`src/rtl/byte_timer.sv`:
```
module byte_timer #(
  parameter int DW = 8,
  parameter int AW = 3
) (
  input  logic          clk,
  input  logic          rst_n,
  input  logic          en,
  input  logic [AW-1:0] addr,
  input  logic          wr,
  input  logic          rd,
  input  logic [DW-1:0] wdata,
  output logic [DW-1:0] rdata,
  output logic          tc
);
  localparam int CW = 2 * DW;
  localparam logic [AW-1:0] OFS_CH = AW'(0);
  localparam logic [AW-1:0] OFS_CL = AW'(1);
  localparam logic [AW-1:0] OFS_RH = AW'(2);
  localparam logic [AW-1:0] OFS_RL = AW'(3);
  localparam logic [CW-1:0] ONE = CW'(1);

  logic [DW-1:0] cnt_hi, cnt_lo, rel_hi, rel_lo, stage, hold;
  logic [CW-1:0] cnt;
  logic wr_ch, wr_cl, cnt_wr, at_rel;

  assign cnt    = {cnt_hi, cnt_lo};
  assign wr_ch  = wr && addr == OFS_CH;
  assign wr_cl  = wr && addr == OFS_CL;
  assign cnt_wr = wr_ch || wr_cl;
  assign at_rel = cnt == {rel_hi, rel_lo};

  always_ff @(posedge clk) begin
    if (!rst_n) begin
      cnt_hi <= '0;
      cnt_lo <= DW'(1);
      rel_hi <= '0;
      rel_lo <= '0;
      stage  <= '0;
      hold   <= '0;
      tc     <= 1'b0;
    end else begin
      if (cnt_wr) begin
        if (wr_ch) cnt_hi <= wdata;
        if (wr_cl) cnt_lo <= wdata;
      end else if (en) begin
        {cnt_hi, cnt_lo} <= at_rel ? ONE : cnt + ONE;
      end
      tc <= en && !cnt_wr && at_rel;
      if (wr && addr == OFS_RH) stage <= wdata;
      if (wr && addr == OFS_RL) begin
        rel_hi <= stage;
        rel_lo <= wdata;
      end
      if (rd && en && addr == OFS_CH) hold <= cnt_lo;
    end
  end

  always_comb begin
    rdata = '0;
    if (rd) begin
      case (addr)
        OFS_CH:  rdata = cnt_hi;
        OFS_CL:  rdata = en ? hold : cnt_lo;
        OFS_RH:  rdata = rel_hi;
        OFS_RL:  rdata = rel_lo;
        default: rdata = '0;
      endcase
    end
  end


  inc_step_chk: assert property (@(posedge clk) disable iff (!rst_n)
    en && !cnt_wr && !at_rel |=> cnt == $past(cnt) + ONE);

  wrap_chk: assert property (@(posedge clk) disable iff (!rst_n)
    en && !cnt_wr && at_rel |=> cnt == ONE && tc);

  idle_hold_chk: assert property (@(posedge clk) disable iff (!rst_n)
    !en && !cnt_wr |=> $stable(cnt));

  low_write_chk: assert property (@(posedge clk) disable iff (!rst_n)
    wr_cl |=> cnt_lo == $past(wdata) && $stable(cnt_hi));

  staged_write_chk: assert property (@(posedge clk) disable iff (!rst_n)
    wr && addr == OFS_RH |=> $stable(rel_hi) && $stable(rel_lo));

  reload_commit_chk: assert property (@(posedge clk) disable iff (!rst_n)
    wr && addr == OFS_RL |=> {rel_hi, rel_lo} == {$past(stage), $past(wdata)});
endmodule

```
`config.mk`:
```
export PLATFORM = sky130hd
export DESIGN_NAME = byte_timer
export DESIGN_NICKNAME = d
export VERILOG_FILES = /design/src/rtl/byte_timer.sv
export SDC_FILE = /design/constraint.sdc
export NUM_CORES = 1
export LEC_CHECK = 0
export ABC_AREA = 0
export BUFFER_PORTS_ARGS = -buffer_cell sky130_fd_sc_hd__clkbuf_2
export CORE_MARGIN = 2
export CORE_UTILIZATION = 44
export CTS_BUF_LIST = sky130_fd_sc_hd__clkbuf_8
export CTS_CLUSTER_DIAMETER = 50
export DETAILED_ROUTE_END_ITERATION = 7
export PLACE_DENSITY_LB_ADDON = 0.3
export SLEW_MARGIN = 20
export SYNTH_ARGS = -nofsm -noshare
export SYNTH_HDL_FRONTEND = slang
export SYNTH_SLANG_ARGS = --single-unit
```
`constraint.sdc`:
```
create_clock -name clk -period 1.8 [get_ports clk]
set_clock_uncertainty 0.15 [all_clocks]
set_input_delay 0.09 -clock clk [delete_from_list [all_inputs] [get_ports clk]]
set_output_delay 0.09 -clock clk [all_outputs]
set_load 0.01 [all_outputs]
```
After elaboration in Yosys (flattened, before gate mapping):

Cells that the tools add are included.

* logic and storage cells: 38
* register bits: 49

* equal/unequal tests: 6
* $add $sub $neg: 1
* reductions and logical operators: 14
* muxes and demuxes: 10

Operators by type and width (number)
* 8-bit 2-to-1 mux: 8
* 8-bit one-hot mux with 4 select lines: 1
* 16-bit by 1-bit adder with 16-bit output, second input constant: 1
* 16-bit == test: 1
* 16-bit 2-to-1 mux: 1
* 1-bit logical AND: 8
* 3-bit by 2-bit == test with 1-bit output, second input constant: 2
* 2-bit inequality test, second input constant: 2
* 2-bit AND reduction: 2
* 3-bit by 1-bit == test with 1-bit output, second input constant: 1
* 3-bit logical NOT: 1
* 2-bit nonzero test: 1
* 1-bit logical NOT: 1
* 1-bit logical OR: 1

Longest topological paths before layout:

* depth after elaboration: 6
* gate-level depth with buffers: 7
* mapped depth without buffers: 6

Least setup slack after synthesis:

OpenSTA, ideal clock, no wires.

* kind: reg2reg
* start point: register cnt_hi[1]
* end point: register cnt_hi[2]
* stages on the path, launching flop included: 7
* arrival time: 1.531 ns
* slack: -0.014 ns
* setup time: 0.133 ns
* required time: 1.517 ns
* clock period less this slack: 1.814 ns
* cell sequence: dfxtp_1 clkbuf_1 inv_1 or4_1 and3_1 o21ai_0 a31oi_1

* longest elaborated chain between the ends: 4

RTL lines
* from (decl): RTL line 22 `logic [DW-1:0] cnt_hi, cnt_lo, rel_hi, rel_lo, stage, hold;`
* from (signal assigned): RTL line 43 `if (wr_ch) cnt_hi <= wdata;`
* from (signal assigned): RTL line 46 `{cnt_hi, cnt_lo} <= at_rel ? ONE : cnt + ONE;`
* 16-bit by 1-bit adder with 16-bit output / 16-bit == test (equally long branches): RTL line 46, 30
* 16-bit 2-to-1 mux (*): RTL line 46
* 8-bit 2-to-1 mux (*): RTL line 45 `end else if (en) begin`
* 8-bit 2-to-1 mux (*): RTL line 42 `if (cnt_wr) begin`

Mark *: on every way between the ends. The rest lies on a longest branch, timed or not. The select of a mux whose other input is x is not followed.
A chain may end at the register's enable or synchronous reset.

Worst setup path in the final report:

* start point: register cnt_hi[3]
* end point: register cnt_hi[7]

Same word-level chain as after synthesis.

==> impl_metrics.csv <==
group,metric,value,unit
drt,vias_per_cell,6.043,
synthesis,yosysWarnings,0,
flow_run,max-cap-violations,0,
grt,met1_usage,0.3685,
timing,worstMarginPinSlew,509.8,ps
clocking,clock-sinks,49,
drt,drtIter0Drc,316,
synthesis,synthFlopType,"dfxtp_1",
setup_path,arrival,1910,ps
setup_path,crit_family,"simple AND/OR/NAND/NOR gates",
setup_path,cp_cell_sequence,"xor2_1 -> nor4_1 -> buf_4 -> nand4_4 -> buf_6 -> nand4_1 -> a31oi_1",
clocking,clockBufferDepth,2,
pwr,ir_drop,0.3910,mV
die,dieArea,7096,um^2
grt,grt_pass1_wl,15.25,mm
die,initial_core_util,0.4513,
timing,holdWs,96.04,ps
placed_design,gp_congestion,0.9498,
synthesis,synthTopCellsByArea,"dfxtp_1 35%, nand2_1 12%, a21oi_1 7.4%",
drt,wl_per_cell,19.11,um
setup_path,slowest_stage,"dfxtp_4",
synthesis,syn_inst,374,
synthesis,yosysSeqAreaShare,0.3463,
placed_design,dp_cells,506,
setup_path,r2r_slack,-50,ps
clocking,cts_root_buffer,"clkbuf_8",
final_layout,finalNonFillerCells,531,
timing,layout_setup_ws,-52.52,ps
final_layout,areaGrowthSynthToFinish,42.93,%
pwr,p_leak,1.637,nW
synthesis,yosys.area.top_type,"dfxtp_1",
drt,wl,10.15,mm
grt,antenna_found_initial,0,
setup_path,crit_start,"cnt_hi[3]$_SDFFE_PN0P_",
timing,period_needed,1853,ps
final_layout,layout_commonest_cell,"nand2_1",
min_path,hp-start,"rst_n",
synthesis,synth_edf_count,0,
placed_design,pre_cts_slack,-195.5,ps
die,rows,29,
clocking,cts_tree,"built",
drt,vias,3209,
setup_path,cp_slowest_stage_delay,380,ps
setup_path,start_kind,"flip-flop",
final_layout,antennaDiodeCount,0,
final_layout,final_layout_size_suffix_gt1_frac,0.3877,
setup_path,critPathRequiredTime,1860,ps
synthesis,synth.top_cell.area_share,0.3463,
final_layout,utilization,0.6450,
clocking,clock_latency,320,ps
timing,finalSetupViolations,4,
timing,final-max-slew-violation-count,0,
grt,grt_pass1_vias,3000,
setup_path,reg2reg_from,"cnt_hi[3]$_SDFFE_PN0P_",
grt,grt_max_degree,50,
setup_path,critical_path_class,"reg -> reg",
placed_design,hpwl,6.529,mm
timing,fin_crit_sh,1.029,
timing,max_slew_margin,0.6601,
drt,drt-pass1-iter-count,5,
timing,fmax,0.5398,GHz
drt,drc,0,
setup_path,end_kind,"flip-flop",
synthesis,synth_nets,391,
grt,grt.total_usage,0.2724,
min_path,hp-class,"in -> reg",
pwr,p_per_area,598.1,nW/um^2
placed_design,portBuffers,24,
timing,rsz0062_at_grt,"yes",
grt,use_met3,0.04818,
synthesis,synth.cell_area,2833,um^2
grt,busiest_layer,"met2",
synthesis,yosysUniqueCellTypes,45,
grt,grt_use_met2,0.4365,
synthesis,ys_seq_elements,49,
run_status,violations,"setup timing",
die,io_pins,25,
setup_path,crit_buf_inv,2,
final_layout,fin_nets,470,
clocking,clkTransAtPathRegs,100,ps
clocking,ctsHtreeMaxLevel,2,
die,die_h,84.24,um
synthesis,avgSynthCellArea,7.574,um^2
timing,hold_violations,0,
clocking,numCtsBuffers,5,
pwr,total_power,2.422,mW
setup_path,cp_max_fo,8,
die,coreArea,6277,um^2
grt,grt_overflow,0,
synthesis,ys_async_sr_fraction,0,
run_status,status,"complete, but fails checks",
final_layout,layout_common_cells,"90 x nand2_1, 60 x buf_4, 42 x a21oi_1, 36 x dfxtp_1, 22 x clkbuf_2",
die,die_width,84.24,um
drt,ant_nets,0,
-- synthesized netlist by cell type, types with 3 or more instances --
| library cell | n |
|---|---|
| nand3_1 | 16 |
| mux2i_1 | 8 |
| nand4_1 | 3 |
| buf_4 | 6 |
| inv_1 | 4 |
| nor4_1 | 12 |
| a221oi_1 | 9 |
| a21oi_1 | 42 |
| xor2_1 | 16 |
| o21ai_0 | 18 |
| nor2_1 | 10 |
| and3_1 | 10 |
| a211oi_1 | 3 |
| clkbuf_1 | 15 |
| or3_1 | 4 |
| dfxtp_1 | 49 |
| nor3_1 | 3 |
| a31oi_1 | 10 |
| buf_2 | 9 |
| nand2_1 | 92 |
| or4_1 | 3 |
-- through the flow --
stage	instance area (um^2)	setup TNS (ps)
2_1_floorplan	2839	-4.902
3_3_place_gp	3402	-2258
3_5_place_dp	3402	-2303
4_1_cts	3789	-80.50
5_1_grt	4049	-913.5
6_report	4049	-65.57
-- layout make-up --
cell class                      instances  area [um^2]
Inverter                                4        15.01
Fill cell                             515         2228
Timing Repair Buffer                  105        823.3
Sequential cell                        49         1025
Tap cell                               77        96.34
Clock buffer                            5        68.82
Clock inverter                          3        25.02
Multi-Input combinational cell        288         1996
-- state kept, by name (all words and copies together) (netlist names) --
| name | flops |
|---|---|
| cnt_hi | 8 |
| cnt_lo | 8 |
| hold | 8 |
| rel_hi | 8 |
| rel_lo | 8 |
| stage | 8 |
| tc | 1 |
-- final timing paths --
path,to,cells past startpoint
max,cnt_hi[7]$_SDFFE_PN0P_,7
min,cnt_hi[6]$_SDFFE_PN0P_,4
max reg2reg,cnt_hi[7]$_SDFFE_PN0P_,7
min reg2reg,rel_hi[5]$_SDFFE_PN0P_,2
-- repair_timing --
action / in CTS / in global routing
buffers inserted: 8 / 1
hold endpoints to repair: 23 / 0
pin swaps: 11 / 16
resized for setup: 52 / 60
hold buffers: 8 / 0
endpoints found under the setup margin: 23 / 24
cloned: 0 / 0
-- cell families after synthesis --
| group | count (synthesis) | synth area share |
|---|---|---|
| simple gates | 172 | 0.3008 |
| compound gates | 89 | 0.1886 |
| flops | 49 | 0.3463 |
| fa+ha+maj | 1 | 0.004416 |
| xor+xnor | 16 | 0.04947 |
| buf+inv | 37 | 0.06625 |
| mux | 10 | 0.04417 |
-- routing by layer --
layer / share of wire / vias to the layer above
li1: - / 1484
met1: 0.42 / 1530
met2: 0.48 / 168
met3: 0.073 / 27
met4: 0.030 / 0
met5: 0 / -
-- worst reg2reg max path, stage by stage (launching register included) --
cell,delay [ps]
dfxtp_4,380
xor2_1,140
nor4_1,290
buf_4,180
nand4_4,170
buf_6,210
nand4_1,130
a31oi_1,90
-- report_power, final --
part / switching (mW) / internal, mW / leakage (nW)
Sequential: 0.0478 / 1.11 / 0.405
Combinational: 0.299 / 0.253 / 1.19
Clock: 0.430 / 0.282 / 0.0447
No activity file was read; power rests on OpenSTA's default activity.
